`config.mk`:
```
export PLATFORM = sky130hd
export DESIGN_NAME = log_orient_binner
export DESIGN_NICKNAME = d
export VERILOG_FILES = /design/src/rtl/log_orient_binner.sv
export SDC_FILE = /design/constraint.sdc
export NUM_CORES = 1
export LEC_CHECK = 0
export BUFFER_PORTS_ARGS = -buffer_cell sky130_fd_sc_hd__buf_2
export CAP_MARGIN = 20
export CORE_AREA = 2 2 100 102
export CTS_CLUSTER_SIZE = 8
export DETAILED_ROUTE_END_ITERATION = 7
export DIE_AREA = 0 0 102 104
export GPL_TIMING_DRIVEN = 0
export PLACE_DENSITY = 0.83
export SKIP_CTS_REPAIR_TIMING = 1
export SLEW_MARGIN = 15
export SYNTH_ARGS = -nofsm -noshare
export SYNTH_HDL_FRONTEND = slang
export SYNTH_SLANG_ARGS = --single-unit
```
`constraint.sdc`:
```
create_clock -name clk -period 20.3 [get_ports clk]
set_input_delay 1.015 -clock clk [delete_from_list [all_inputs] [get_ports clk]]
set_output_delay 1.015 -clock clk [all_outputs]
set_load 0.005 [all_outputs]
```
`src/rtl/log_orient_binner.sv`:
```
module log_orient_binner #(
  parameter int PIX_W     = 8,
  parameter int LUT_DEPTH = 256
) (
  input  logic             clk,
  input  logic             rst_n,
  input  logic             in_valid,
  input  logic [PIX_W-1:0] pix_left,
  input  logic [PIX_W-1:0] pix_right,
  input  logic [PIX_W-1:0] pix_up,
  input  logic [PIX_W-1:0] pix_down,
  output logic             out_valid,
  output logic [PIX_W:0]   out_mag,
  output logic [3:0]       out_bin
);
  localparam int GW   = PIX_W + 1;
  localparam int AW   = $clog2(LUT_DEPTH);
  localparam int LW   = 12;
  localparam int VW   = LW + 2;
  localparam int NTH  = 5;
  localparam int OFFS = 160;
  localparam int TH [NTH] = '{80, 135, 168, 207, 347};

  function automatic logic [LW-1:0] log_entry(input int g);
    real r;
    if (g <= 0) return '0;
    r = 32.0 * $ln(real'(g)) / $ln(2.0);
    return LW'($rtoi(r + 0.5));
  endfunction

  logic [LW-1:0] log_tab [LUT_DEPTH];
  for (genvar i = 0; i < LUT_DEPTH; i++) begin : g_tab
    assign log_tab[i] = log_entry(i);
  end

  // stage 1: gradients
  logic                 s1_vld;
  logic signed [GW-1:0] gx_q, gy_q;

  always_ff @(posedge clk) begin
    if (!rst_n) s1_vld <= 1'b0;
    else        s1_vld <= in_valid;
    gx_q <= $signed({1'b0, pix_right}) - $signed({1'b0, pix_left});
    gy_q <= $signed({1'b0, pix_down})  - $signed({1'b0, pix_up});
  end

  // stage 2: magnitude and bin
  logic [GW-1:0]   gx_neg, gy_neg;
  logic [PIX_W-1:0] ax, ay;
  logic [AW-1:0]   ix, iy;
  logic signed [VW-1:0] v;
  logic [2:0]      band_raw, band;
  logic [3:0]      bin_c;

  assign gx_neg = GW'(-gx_q);
  assign gy_neg = GW'(-gy_q);
  assign ax = gx_q[GW-1] ? gx_neg[PIX_W-1:0] : gx_q[PIX_W-1:0];
  assign ay = gy_q[GW-1] ? gy_neg[PIX_W-1:0] : gy_q[PIX_W-1:0];
  assign ix = (int'(ax) > LUT_DEPTH - 1) ? AW'(LUT_DEPTH - 1) : AW'(ax);
  assign iy = (int'(ay) > LUT_DEPTH - 1) ? AW'(LUT_DEPTH - 1) : AW'(ay);
  assign v  = VW'(OFFS) + $signed({2'b00, log_tab[iy]}) - $signed({2'b00, log_tab[ix]});

  always_comb begin
    band_raw = '0;
    for (int t = 0; t < NTH; t++)
      if (int'(v) > TH[t]) band_raw = band_raw + 3'd1;
    band = (band_raw > 3'd4) ? 3'd4 : band_raw;
    if (ay == '0)
      bin_c = 4'd4;
    else if (ax == '0)
      bin_c = gy_q[GW-1] ? 4'd0 : 4'd8;
    else if (gx_q[GW-1] ^ gy_q[GW-1])
      bin_c = 4'd4 - {1'b0, band};
    else
      bin_c = 4'd4 + {1'b0, band};
  end

  always_ff @(posedge clk) begin
    if (!rst_n) out_valid <= 1'b0;
    else        out_valid <= s1_vld;
    out_mag <= {1'b0, ax} + {1'b0, ay};
    out_bin <= bin_c;
  end

  a_r9_stage1_follows: assert property (@(posedge clk) disable iff (!rst_n)
    in_valid |=> s1_vld);
  a_r9_out_follows: assert property (@(posedge clk) disable iff (!rst_n)
    s1_vld |=> out_valid);
  a_r9_no_spurious: assert property (@(posedge clk) disable iff (!rst_n)
    !s1_vld |=> !out_valid);
  a_r5_bin_range: assert property (@(posedge clk) disable iff (!rst_n)
    out_valid |-> out_bin <= 4'd8);
  a_r7_zero_mag_centre: assert property (@(posedge clk) disable iff (!rst_n)
    (out_valid && out_mag == '0) |-> out_bin == 4'd4);
  a_r6_vertical_up: assert property (@(posedge clk) disable iff (!rst_n)
    (s1_vld && gx_q == '0 && gy_q > 0) |=> out_bin == 4'd8);
  a_r5_same_sign_upper: assert property (@(posedge clk) disable iff (!rst_n)
    (s1_vld && gx_q > 0 && gy_q > 0) |=> out_bin >= 4'd4);
  a_r5_opp_sign_lower: assert property (@(posedge clk) disable iff (!rst_n)
    (s1_vld && gx_q > 0 && gy_q < 0) |=> out_bin <= 4'd4);
endmodule

```
==> results.md <==
- The run finished with clean final reports.
- The worst slew slack as a fraction of its limit is approximately 25%.
- The clock tree from TritonCTS is done.
- The residual overflow from global routing is 0.
- The distinct cell type count of the synthesized netlist is just over 80.
- The clock transition at the register clock pins on the worst setup and hold paths after CTS is 0.09 ns.
- The detailed router finished its first iteration with around 600 violations.
- The average instance in the mapped netlist occupies a little over 7 µm².
- The number of max-capacitance violations reported is 0.
- The net count after synthesis is ~960.
- The final layout net count is slightly above 1000.
- CTS saw 33 sinks.
- The worst hold path begins at s1_vld$_SDFF_PN0_.
- Data on the critical path arrives at its endpoint at approximately 10 ns.
- The post-place setup slack is ~11 ns.
- The worst setup path is launched from a flip-flop.
- After synthesis the cells add up to 5997 µm².
- The maximum fanout encountered on the critical timing path is 13.
- Counting along the longest clock path gives a buffer depth of 2.
- The post-route clock skew is about 0.014 ns.
- Registers take 660.6 µm².
- The number of max-slew violations in the final report is 0.
- The type of the worst setup path is flip-flop to flip-flop.
- By area the synthesized netlist is led by sky130_fd_sc_hd__ha_1, sky130_fd_sc_hd__dfxtp_1, sky130_fd_sc_hd__a21oi_1, sky130_fd_sc_hd__o21ai_0, sky130_fd_sc_hd__nor2_1.
- The count of yosys warnings during synthesis is 0.
- The slowest cell on the critical path is sky130_fd_sc_hd__dfxtp_1.
- The worst setup slack after layout is around 11 ns.
- The cell count after placement is between 1000 and 1500.
- The path class of the tightest hold or removal check is flip-flop to flip-flop.
- The first-pass detailed-route iteration total is 8.
- Clock tree synthesis inserted a total of 5 buffers.
- The number of hold violations in the final report is 0.
- The die extent in y is 104 µm.
- The area share of the largest cell type after synthesis is around 16%.
- Entering global routing, the biggest net connects 15 pins.
- Buffers placed on the I/O ports in this run total 48.
- The area added between synthesis and finish is 8.700%.
- The destination of the worst hold path is out_valid$_SDFF_PN0_.
- The number of cells on the worst hold path is 1.
- In the final routed layout, each cell accounts on average for roughly 19 µm.
- The number of storage elements in the synthesis netlist is 33.
- The fraction of the yosys area taken by sequential cells is around 11%.
- For the finished layout, the period the worst path requires is slightly below 10 ns.
- The end of the worst register-to-register path is out_bin[2]$_SDFF_PP1_.
- The hold slack is 0.4725 ns.
- The number of instances in the synthesized netlist is roughly 840.
- The filler cells instantiated in the layout total between 800 and 900.
- Counting flops with an async set or reset pin after synthesis yields a share of 0%.
- The weighted congestion reported at the end of routability-driven placement is 0.9869.
- In this run the clock root is driven by a sky130_fd_sc_hd__clkbuf_8.
- The clock tree synthesis step divided the H-tree into 2 levels.
- The required time of the critical path is slightly above 20 ns.
- Clock latency on the worst-skew pair, taken at its later pin, is about 0.30 ns.
- Detailed routing placed a total of roughly 8800 µm of wire on met2.
- The number of cells on the worst reg-to-reg path is 39.
- By instance count, the cell type seen most on the critical path is sky130_fd_sc_hd__ha_1.
- Leaving out fill and tap cells, the most frequent cells in the layout are sky130_fd_sc_hd__ha_1, sky130_fd_sc_hd__a21oi_1, sky130_fd_sc_hd__nor2_1, sky130_fd_sc_hd__o21ai_0, sky130_fd_sc_hd__nand2_1.
- STA classifies the critical path endpoint as a flip-flop.
- The wire length the detailed router placed on met1 is approximately 7900 µm.
- Setup repair after global routing left no endpoint under its margin.
- The count of placed standard cells in the final layout, fillers left out is ~1000.
- In this run the critical register-to-register path is launched from gx_q[0]$_DFF_P_.
- In the routed design, unresolved DRC markers number 0.
- The area of the multi-input gates is just under 5000 µm².
- The commonest non-fill, non-tap cell in the layout is sky130_fd_sc_hd__ha_1.
- Adding up every negative setup slack in the final design gives 0 ns.
- During I/O placement, the number of pins put on the boundary was a little under 50.
- The total via count after detailed routing is about 7000.
- The number of global-route vias before repair came to roughly 6500.
- The portion of the clock cycle consumed by the worst path in the final layout is 48.17%.
- The floorplan die width is roughly 100 µm.
- Once detailed placement completed, the half-perimeter wirelength came to 14720 µm.
- The number of inserted diodes is 0.
- The top routing layer in use is met4.
- The fraction of layout instances using a drive strength above 1 is 11.46%.
- The floorplan step defined a die boundary enclosing about 11000 µm².
- The floorplan has 36 rows.
- The routed length on met3 is about 2000 µm.
- The area of the core region is between 9000 and 10000 µm².
- For this run, the leading register cell type out of synthesis is sky130_fd_sc_hd__dfxtp_1.
- The count of flip-flops with a built-in enable after synthesis is 0.
- Setup violations remaining at the end of the flow were counted as 0.
- The number of antenna violations at the first check in global routing is 0.
- The residual antenna-violating net count after detailed routing is 0.
- The routed design has about 19000 µm of wire.
- The cell type with the highest aggregate area in the netlist is sky130_fd_sc_hd__ha_1.
- The maximum achievable frequency is a little over 100 MHz.
- Global routing used a little over a third of the available tracks.
- At the pin with the least slew margin, the transition time is between 1 and 1.5 ns.
- Once the floorplan was initialized, standard cells occupied 62.80% of the core.
- The largest stage delay on the critical path is ~0.61 ns.
- The per-cell via count in the routed design is between 6 and 7.
- In this run the register-to-register setup slack is about 11 ns.
- The first global-routing pass estimated roughly 31000 µm of wire.
## area by class of cell
cell class              instances  area share (%)
inverters                      61           3.512
repair buffers                 48           3.685
well taps                     133           2.553
plain buffers                  56           3.762
clock inverters                 3          0.7102
clock buffers                   5           1.056
flip-flops and latches         33           10.13
multi-input cells             693           74.59
## metal layers
metal	global-route usage, %	vias up
met5	0	-
met4	12.00	0
met3	7.527	70
met2	58.18	430
met1	46.70	3170
li1	-	3201
## how the worst max path moves through the flow
stage / startpoint / cells past startpoint / endpoint / slack, ns
after floorplan: gx_q[0]$_DFF_P_ / 38 / out_bin[2]$_SDFF_PP1_ / 12.44
after global placement: gx_q[0]$_DFF_P_ / 39 / out_bin[2]$_SDFF_PP1_ / 10.97
after detailed placement: gx_q[0]$_DFF_P_ / 39 / out_bin[2]$_SDFF_PP1_ / 10.78
after CTS: gx_q[0]$_DFF_P_ / 39 / out_bin[2]$_SDFF_PP1_ / 10.73
after global routing: gx_q[0]$_DFF_P_ / 39 / out_bin[2]$_SDFF_PP1_ / 9.95
final: gx_q[0]$_DFF_P_ / 39 / out_bin[2]$_SDFF_PP1_ / 10.52
## cells by family (layout without fill, tap and decap cells)
| kind of cell | after synthesis | in the layout | share of synthesized area [%] |
|---|---|---|---|
| AO/OA/AOI/OAI | 308 | 308 | 34.03 |
| AND/OR/NAND/NOR | 254 | 254 | 20.20 |
| buffers and inverters | 117 | 173 | 7.907 |
| adder cells (fa/ha/maj) | 81 | 81 | 17.48 |
| XOR/XNOR | 40 | 40 | 6.217 |
| flip-flops | 33 | 33 | 11.02 |
| multiplexers | 10 | 10 | 3.150 |
## cells in the mapped netlist (4+ instances only)
cell	n
sky130_fd_sc_hd__o221ai_1	4
sky130_fd_sc_hd__nand2b_1	11
sky130_fd_sc_hd__nor3_1	29
sky130_fd_sc_hd__xor2_1	17
sky130_fd_sc_hd__a311oi_1	7
sky130_fd_sc_hd__xnor2_1	20
sky130_fd_sc_hd__a221oi_1	9
sky130_fd_sc_hd__o31ai_1	11
sky130_fd_sc_hd__ha_1	75
sky130_fd_sc_hd__buf_2	10
sky130_fd_sc_hd__and2_1	6
sky130_fd_sc_hd__inv_1	55
sky130_fd_sc_hd__a31oi_1	13
sky130_fd_sc_hd__buf_1	4
sky130_fd_sc_hd__a21boi_0	5
sky130_fd_sc_hd__o211ai_1	22
sky130_fd_sc_hd__clkbuf_1	39
sky130_fd_sc_hd__nand2_1	70
sky130_fd_sc_hd__nor2_1	71
sky130_fd_sc_hd__nor2b_1	9
sky130_fd_sc_hd__mux4_2	7
sky130_fd_sc_hd__nand3_1	21
sky130_fd_sc_hd__a21oi_1	74
sky130_fd_sc_hd__o21ai_0	71
sky130_fd_sc_hd__dfxtp_1	33
sky130_fd_sc_hd__a21o_1	14
sky130_fd_sc_hd__nand4_1	4
sky130_fd_sc_hd__fa_1	5
sky130_fd_sc_hd__o311ai_0	4
sky130_fd_sc_hd__a211oi_1	24
sky130_fd_sc_hd__o22ai_1	8
sky130_fd_sc_hd__or3_1	9
## critical path: cells and delay by family (launching register included)
| kind | cells | cell delay [ns] |
|---|---|---|
| XOR/XNOR | 1 | 0.31 |
| AND/OR/NAND/NOR | 8 | 1.49 |
| AO/OA/AOI/OAI | 15 | 3.42 |
| flip-flops | 1 | 0.61 |
| buffers and inverters | 6 | 1.27 |
| adder cells (fa/ha/maj) | 9 | 2.64 |
## flip-flops by register name, indices dropped and copies added, names as in the netlist
name,cells
gx_q,9
gy_q,9
out_mag,9
out_bin,4
out_valid,1
s1_vld,1
## through the flow
step | util, % | area, µm²
after global placement | 67.06 | 6404
after CTS | 68.27 | 6519
after floorplan | - | 5997
after global routing | 68.27 | 6519
after detailed placement | 67.06 | 6404
final | 68.27 | 6519
Power is not shown: default switching activity piles up to over one toggle a cycle in this logic, so the estimate is an artifact.
